### src/rtl/eeprom_tgt_pkg.sv
package eeprom_tgt_pkg;

  // Control states; the ack states split by the direction chosen in the address byte.
  typedef enum logic [3:0] {
    ST_IDLE,
    ST_DEV,
    ST_ACK_DEVW,
    ST_ACK_DEVR,
    ST_WADR,
    ST_ACK_WADR,
    ST_WDAT,
    ST_ACK_WDAT,
    ST_RD_TX,
    ST_RD_ACK,
    ST_WAIT_STOP
  } tgtState_e;

  // One-cycle strobes from control to datapath.
  typedef struct packed {
    logic clrBits;
    logic shiftIn;
    logic loadPtr;
    logic writeMem;
    logic loadTx;
    logic shiftTx;
    logic driveAck;
    logic releaseSda;
  } tgtStrobe_t;

endpackage

### src/rtl/eeprom_tgt_sync.sv
module eeprom_tgt_sync #(
  parameter int STAGES = 2
) (
  input  logic clk,
  input  logic rstN,
  input  logic sclIn,
  input  logic sdaIn,
  output logic sdaBit,
  output logic sclRise,
  output logic sclFall,
  output logic startDet,
  output logic stopDet
);

  localparam int LINES = 2;

  logic [LINES-1:0] rawIn;
  logic [LINES-1:0] syncd;
  logic             sclLast;
  logic             sdaLast;
  logic             sclLvl;

  assign rawIn = {sdaIn, sclIn};

  // Each line gets its own flop chain, reset to the idle-high bus level.
  for (genvar g = 0; g < LINES; g++) begin : g_line
    logic [STAGES-1:0] chain;
    always_ff @(posedge clk or negedge rstN) begin
      if (!rstN) chain <= '1;
      else       chain <= {chain[STAGES-2:0], rawIn[g]};
    end
    assign syncd[g] = chain[STAGES-1];
  end

  assign sclLvl = syncd[0];
  assign sdaBit = syncd[1];

  always_ff @(posedge clk or negedge rstN) begin
    if (!rstN) begin
      sclLast <= 1'b1;
      sdaLast <= 1'b1;
    end else begin
      sclLast <= sclLvl;
      sdaLast <= sdaBit;
    end
  end

  assign sclRise  = sclLvl & ~sclLast;
  assign sclFall  = ~sclLvl & sclLast;
  // Data moving while the clock stays high marks a bus condition.
  assign startDet = sclLvl & sclLast & sdaLast & ~sdaBit;
  assign stopDet  = sclLvl & sclLast & ~sdaLast & sdaBit;

endmodule

### src/rtl/eeprom_tgt_data.sv
module eeprom_tgt_data
  import eeprom_tgt_pkg::*;
#(
  parameter int ADDR_W = 8,
  parameter int DATA_W = 8
) (
  input  logic              clk,
  input  logic              rstN,
  input  tgtStrobe_t        strobe,
  input  logic              sdaBit,
  output logic [DATA_W-1:0] rxByte,
  output logic              byteDone,
  output logic              sdaDriveLow
);

  localparam int DEPTH = 1 << ADDR_W;
  localparam int CNT_W = $clog2(DATA_W + 1);

  logic [DATA_W-1:0] rxShift;
  logic [DATA_W-1:0] txShift;
  logic [CNT_W-1:0]  bitCnt;
  logic [ADDR_W-1:0] ptr;
  logic [DATA_W-1:0] mem [DEPTH];
  logic [DATA_W-1:0] memRd;

  assign memRd    = mem[ptr];
  assign rxByte   = rxShift;
  assign byteDone = (bitCnt == CNT_W'(DATA_W));

  // Receive shifter: one bit per SCL rise, MSB first.
  always_ff @(posedge clk or negedge rstN) begin
    if (!rstN) begin
      rxShift <= '0;
      bitCnt  <= '0;
    end else if (strobe.clrBits) begin
      bitCnt  <= '0;
    end else if (strobe.shiftIn) begin
      rxShift <= {rxShift[DATA_W-2:0], sdaBit};
      bitCnt  <= bitCnt + 1'b1;
    end
  end

  // Word-address pointer, kept until the next word address arrives.
  always_ff @(posedge clk or negedge rstN) begin
    if (!rstN)               ptr <= '0;
    else if (strobe.loadPtr) ptr <= rxShift[ADDR_W-1:0];
  end

  always_ff @(posedge clk or negedge rstN) begin
    if (!rstN) begin
      for (int i = 0; i < DEPTH; i++) mem[i] <= '0;
    end else if (strobe.writeMem) begin
      mem[ptr] <= rxShift;
    end
  end

  // Transmit shifter holds the bits still to be sent, MSB aligned.
  always_ff @(posedge clk or negedge rstN) begin
    if (!rstN)               txShift <= '1;
    else if (strobe.loadTx)  txShift <= {memRd[DATA_W-2:0], 1'b1};
    else if (strobe.shiftTx) txShift <= {txShift[DATA_W-2:0], 1'b1};
  end

  // Open-drain enable: only ever pulls low.
  always_ff @(posedge clk or negedge rstN) begin
    if (!rstN)                  sdaDriveLow <= 1'b0;
    else if (strobe.releaseSda) sdaDriveLow <= 1'b0;
    else if (strobe.driveAck)   sdaDriveLow <= 1'b1;
    else if (strobe.loadTx)     sdaDriveLow <= ~memRd[DATA_W-1];
    else if (strobe.shiftTx)    sdaDriveLow <= ~txShift[DATA_W-1];
  end

endmodule

### src/rtl/eeprom_tgt_ctrl.sv
module eeprom_tgt_ctrl
  import eeprom_tgt_pkg::*;
#(
  parameter int              DATA_W   = 8,
  parameter logic [DATA_W-2:0] DEV_ADDR = 7'h50
) (
  input  logic              clk,
  input  logic              rstN,
  input  logic              sclRise,
  input  logic              sclFall,
  input  logic              startDet,
  input  logic              stopDet,
  input  logic [DATA_W-1:0] rxByte,
  input  logic              byteDone,
  output tgtState_e         state,
  output tgtStrobe_t        strobe
);

  tgtState_e nxt;
  logic      addrHit;

  assign addrHit = (rxByte[DATA_W-1:1] == DEV_ADDR);

  always_comb begin
    nxt    = state;
    strobe = '0;
    if (startDet) begin
      nxt               = ST_DEV;
      strobe.clrBits    = 1'b1;
      strobe.releaseSda = 1'b1;
    end else if (stopDet) begin
      nxt               = ST_IDLE;
      strobe.releaseSda = 1'b1;
    end else begin
      case (state)
        ST_IDLE, ST_WAIT_STOP: ;
        ST_DEV: begin
          if (sclRise) strobe.shiftIn = 1'b1;
          else if (sclFall && byteDone) begin
            if (!addrHit) begin
              nxt               = ST_IDLE;
              strobe.releaseSda = 1'b1;
            end else begin
              nxt             = rxByte[0] ? ST_ACK_DEVR : ST_ACK_DEVW;
              strobe.driveAck = 1'b1;
            end
          end
        end
        ST_ACK_DEVW: begin
          if (sclFall) begin
            nxt               = ST_WADR;
            strobe.releaseSda = 1'b1;
            strobe.clrBits    = 1'b1;
          end
        end
        ST_ACK_DEVR: begin
          if (sclFall) begin
            nxt            = ST_RD_TX;
            strobe.loadTx  = 1'b1;
            strobe.clrBits = 1'b1;
          end
        end
        ST_WADR: begin
          if (sclRise) strobe.shiftIn = 1'b1;
          else if (sclFall && byteDone) begin
            nxt             = ST_ACK_WADR;
            strobe.loadPtr  = 1'b1;
            strobe.driveAck = 1'b1;
          end
        end
        ST_ACK_WADR: begin
          if (sclFall) begin
            nxt               = ST_WDAT;
            strobe.releaseSda = 1'b1;
            strobe.clrBits    = 1'b1;
          end
        end
        ST_WDAT: begin
          if (sclRise) strobe.shiftIn = 1'b1;
          else if (sclFall && byteDone) begin
            nxt             = ST_ACK_WDAT;
            strobe.writeMem = 1'b1;
            strobe.driveAck = 1'b1;
          end
        end
        ST_ACK_WDAT: begin
          if (sclFall) begin
            nxt               = ST_WAIT_STOP;
            strobe.releaseSda = 1'b1;
          end
        end
        ST_RD_TX: begin
          // Rising edges only count bits here; the byte goes out on falls.
          if (sclRise) strobe.shiftIn = 1'b1;
          else if (sclFall) begin
            if (byteDone) begin
              nxt               = ST_RD_ACK;
              strobe.releaseSda = 1'b1;
            end else begin
              strobe.shiftTx = 1'b1;
            end
          end
        end
        ST_RD_ACK: begin
          if (sclRise) nxt = ST_WAIT_STOP;
        end
        default: nxt = ST_IDLE;
      endcase
    end
  end

  always_ff @(posedge clk or negedge rstN) begin
    if (!rstN) state <= ST_IDLE;
    else       state <= nxt;
  end

endmodule

### src/rtl/eeprom_i2c_target.sv
module eeprom_i2c_target
  import eeprom_tgt_pkg::*;
#(
  parameter int                SYNC_STAGES = 2,
  parameter int                ADDR_W      = 8,
  parameter int                DATA_W      = 8,
  parameter logic [DATA_W-2:0] DEV_ADDR    = 7'h50
) (
  input  logic clk,
  input  logic rstN,
  input  logic sclIn,
  input  logic sdaIn,
  output logic sdaDriveLow
);

  logic              sdaBit;
  logic              sclRise;
  logic              sclFall;
  logic              startDet;
  logic              stopDet;
  tgtState_e         state;
  tgtStrobe_t        strobe;
  logic [DATA_W-1:0] rxByte;
  logic              byteDone;

  eeprom_tgt_sync #(.STAGES(SYNC_STAGES)) u_sync (
    .clk      (clk),
    .rstN     (rstN),
    .sclIn    (sclIn),
    .sdaIn    (sdaIn),
    .sdaBit   (sdaBit),
    .sclRise  (sclRise),
    .sclFall  (sclFall),
    .startDet (startDet),
    .stopDet  (stopDet)
  );

  eeprom_tgt_ctrl #(.DATA_W(DATA_W), .DEV_ADDR(DEV_ADDR)) u_ctrl (
    .clk      (clk),
    .rstN     (rstN),
    .sclRise  (sclRise),
    .sclFall  (sclFall),
    .startDet (startDet),
    .stopDet  (stopDet),
    .rxByte   (rxByte),
    .byteDone (byteDone),
    .state    (state),
    .strobe   (strobe)
  );

  eeprom_tgt_data #(.ADDR_W(ADDR_W), .DATA_W(DATA_W)) u_data (
    .clk         (clk),
    .rstN        (rstN),
    .strobe      (strobe),
    .sdaBit      (sdaBit),
    .rxByte      (rxByte),
    .byteDone    (byteDone),
    .sdaDriveLow (sdaDriveLow)
  );

endmodule

### config.mk
export PLATFORM = sky130hd
export DESIGN_NAME = eeprom_i2c_target
export DESIGN_NICKNAME = d
export VERILOG_FILES = /design/src/rtl/eeprom_tgt_pkg.sv /design/src/rtl/eeprom_tgt_sync.sv /design/src/rtl/eeprom_tgt_data.sv /design/src/rtl/eeprom_tgt_ctrl.sv /design/src/rtl/eeprom_i2c_target.sv
export SDC_FILE = /design/constraint.sdc
export NUM_CORES = 2
export LEC_CHECK = 0
export BUFFER_PORTS_ARGS = -buffer_cell sky130_fd_sc_hd__buf_2
export CAP_MARGIN = 5
export CORE_MARGIN = 2
export CORE_UTILIZATION = 35
export CTS_CLUSTER_DIAMETER = 150
export CTS_CLUSTER_SIZE = 20
export DETAILED_ROUTE_END_ITERATION = 16
export PLACE_DENSITY = 0.59
export SETUP_SLACK_MARGIN = 0.5
export SYNTH_ARGS = -nofsm -noshare
export SYNTH_HDL_FRONTEND = slang
export SYNTH_SLANG_ARGS = --single-unit
### constraint.sdc
create_clock -name clk -period 3 [get_ports clk]
set_input_delay 0.6 -clock clk [delete_from_list [all_inputs] [get_ports clk]]
set_output_delay 0.6 -clock clk [all_outputs]
set_load 0.1 [all_outputs]
==> impl_metrics.ini <==
[drt]
dr.pass1.iters = 6
drt-initial-drc-count = 4528
wirelength_um = 294000
post_drt_wl_per_cell_um = 28.8
final_antenna_net_count = 0
vias_per_cell = 5.63
vias = 57476
route.detailed.drc = 0

[global_route]
overflow = 0
grt_pass1_wl_um = 431000
grt_start_max_net_pins = 213
gr-usage-all-layers_pct = 20.8
antenna_found_initial = 9
first_global_vias = 59720

[placed_design]
gp_congestion = 0.892
io_buffers = 4
hpwl_um = 193000
dp_cells = 9936
placed_area_um2 = 106000
pre_cts_ws_ns = -0.687

[floorplanning]
initial_core_util_pct = 35.1
io_pins = 5
dieArea_um2 = 279000
rows = 192
chipHeight_um = 528
fp.dieW_um = 528
core_area_um2 = 273000

[setup_path]
slowest_stage = mux4_2
endpoint_kind = register
slowest_delay_ns = 0.64
cp.required_ns = 3.74
rr_startpoint = u_data.ptr[0]$_DFFE_PN0P_
endpoint = u_data.txShift[3]$_DFFE_PN1P_
crit_family = multiplexers
worst_setup_path_start_kind = register
crit_type = reg -> reg
ff2ff_setup_slack_ns = -0.10
worstPathMaxFanout = 6
path_buf_inv = 5
ff2ff_path_depth = 11
r2r-end = u_data.txShift[3]$_DFFE_PN1P_
crit_path_start = u_data.ptr[0]$_DFFE_PN0P_
arrival_ns = 3.85
path_cells = buf_12, buf_16, buf_12, buf_16, buf_8, mux4_2, mux4_2, a22oi_1, nand2_1, a2111oi_4, a21oi_1
crit_cells = 11

[sta]
fin_hold_ws_ns = 0.258
setup_tns_ns = -1.46
period_needed_ns = 3.10
maxSlewViolCount = 0
worst_slew_pin_slew_ns = 1.30
relSlewSlack_pct = 13.4
finalCritPeriodShare_pct = 103
rsz0062_at_grt = yes
fin_skew_ns = 0.0341
hold_viol_final = 0
setup_violations = 109
max_freq_mhz = 322
setup_ws_ns = -0.103

[yosys]
yosysWarnings = 0
synth_top_area_share_pct = 54.0
synthTopCellsByCount = dfrtp_1, mux2_2, mux4_2
synthArstFlopShare_pct = 100
synth-seq-cells = 2086
synth_fp_nets = 6120
yosysUniqueCellTypes = 80
synth_most_common_cell = dfrtp_1
synthFlopType = dfrtp_1
netlist_instances = 6114
synth_area_um2 = 96000
yosys.area.top_type = dfrtp_1
synth_edf_count = 0
yosysSeqAreaShare_pct = 54.4
synthTopCellsByArea = dfrtp_1, mux2_2, mux4_2, mux2i_1, mux2_1
avgSynthCellArea_um2 = 15.7

[layout]
nets = 6595
nFillCells = 24448
regArea_um2 = 52300
postLayoutCellArea_um2 = 115000
final_util_pct = 42.1
area_growth_pct = 19.9
stdcell_count = 10215
multi_input_area_um2 = 45300
drive_gt1_share_pct = 59.0

[job]
cap_violations = 0

[clock_tree]
root_buffer = clkbuf_16
htree_levels = 3
cts_buffers = 114
clk_latency_ns = 0.81
cts.sinks = 2086
path_clk_slew_ns = 0.10
clock_path_buffers = 3
cts_tree = yes

[worst_hold_path]
hold_path.class = in -> async

[power]
p_total_mw = 50.5
pwr_density_cell_nw_per_um2 = 439
vdd_drop_max_mv = 0.936
p_leak_nw = 53.6

[run_status]
status = finished with violations
violations = setup timing
[metal layers]
| layer | routed length [µm] | vias up | global-route usage, % |
|---|---|---|---|
| li1 | - | 23763 | - |
| met1 | 132000 | 31815 | 29.7 |
| met2 | 135000 | 1480 | 32.5 |
| met3 | 15800 | 416 | 2.93 |
| met4 | 11100 | 2 | 6.86 |
| met5 | 20 | - | 0 |
[power breakdown]
group | leakage (nW) | switching [mW] | internal, mW
Combinational | 23.1 | 4.71 | 0.824
Sequential | 29.1 | 0.261 | 28.2
Clock | 1.48 | 9.49 | 7.01
Total | 53.6 | 14.5 | 36.0
[flip-flops by register name, summed over array words and instances (netlist names)]
signal	flops
u_sync.g_line.chain	4
u_sync.sdaLast	1
u_data.bitCnt	4
u_data.mem	2048
u_data.ptr	8
u_ctrl.state	4
u_data.sdaDriveLow	1
u_sync.sclLast	1
u_data.txShift	7
u_data.rxByte	8
[timing repair]
action | 4_1_cts | 5_1_grt
buffers inserted | 65 | 43
endpoints found under the hold margin | 258 | 0
hold buffers | 3 | 0
resized for setup | 573 | 426
pin swaps | 68 | 57
setup endpoints to repair | 2057 | 2057
cloned | 9 | 6
[cell usage in the layout (no fill, tap or decap), drive strengths merged, types with 5 or more instances in the layout]
| master | synthesis | final |
|---|---|---|
| a2111oi | 6 | 6 |
| a211oi | 9 | 9 |
| a21oi | 37 | 37 |
| a221oi | 12 | 12 |
| a22o | 9 | 9 |
| a22oi | 50 | 50 |
| a31oi | 10 | 10 |
| a32oi | 5 | 5 |
| and2 | 10 | 10 |
| and3 | 8 | 8 |
| buf | 170 | 816 |
| bufbuf | 0 | 5 |
| clkbuf | 301 | 151 |
| dfrtp | 2073 | 2073 |
| dfstp | 13 | 13 |
| inv | 11 | 13 |
| mux2 | 2083 | 2083 |
| mux2i | 142 | 142 |
| mux4 | 524 | 524 |
| nand2 | 254 | 254 |
| nand2b | 15 | 15 |
| nand3 | 34 | 34 |
| nand4 | 9 | 9 |
| nor2 | 135 | 135 |
| nor2b | 20 | 20 |
| nor3 | 23 | 23 |
| nor4 | 10 | 10 |
| nor4bb | 6 | 6 |
| o2111ai | 7 | 7 |
| o21ai | 24 | 24 |
| o221ai | 7 | 7 |
| o22ai | 21 | 21 |
| o32ai | 7 | 7 |
| or3 | 5 | 5 |
[worst min path at each step]
stage / endpoint / slack, ns / depth (start not counted)
3_3_place_gp: u_sync.g_line[0].chain[1]$_DFF_PN1_ / 0.35 / 0
2_1_floorplan: u_ctrl.state[0]$_DFFE_PN0P_ / 0.30 / 0
4_1_cts: u_data.mem[991]$_DFFE_PN0P_ / 0.22 / 2
6_report: u_data.mem[991]$_DFFE_PN0P_ / 0.26 / 2
5_1_grt: u_data.mem[991]$_DFFE_PN0P_ / 0.26 / 2
3_5_place_dp: u_sync.g_line[0].chain[1]$_DFF_PN1_ / 0.35 / 0
[kinds of logic after synthesis]
logic type                 after synthesis  share of synthesized area (%)
AOI/OAI and AO/OA                      240                           1.80
xor gates and xnor gates                 2                         0.0182
adders and majority gates                2                         0.0261
buffers and inverters                  482                           2.35
DFF                                   2086                           54.4
muxes                                 2749                           38.3
and+or+nand+nor                        553                           3.18
[final cells by class]
type,instances,share of cell area (%)
repair buffers,830,8.62
multi-input cells,3546,39.4
clock inverters,4,0.0359
flip-flops and latches,2086,45.4
well taps,3589,3.90
diodes,4,0.00870
clock buffers,145,2.62
inverters,11,0.0359
Note: power is estimated with default switching activity, not from simulation.
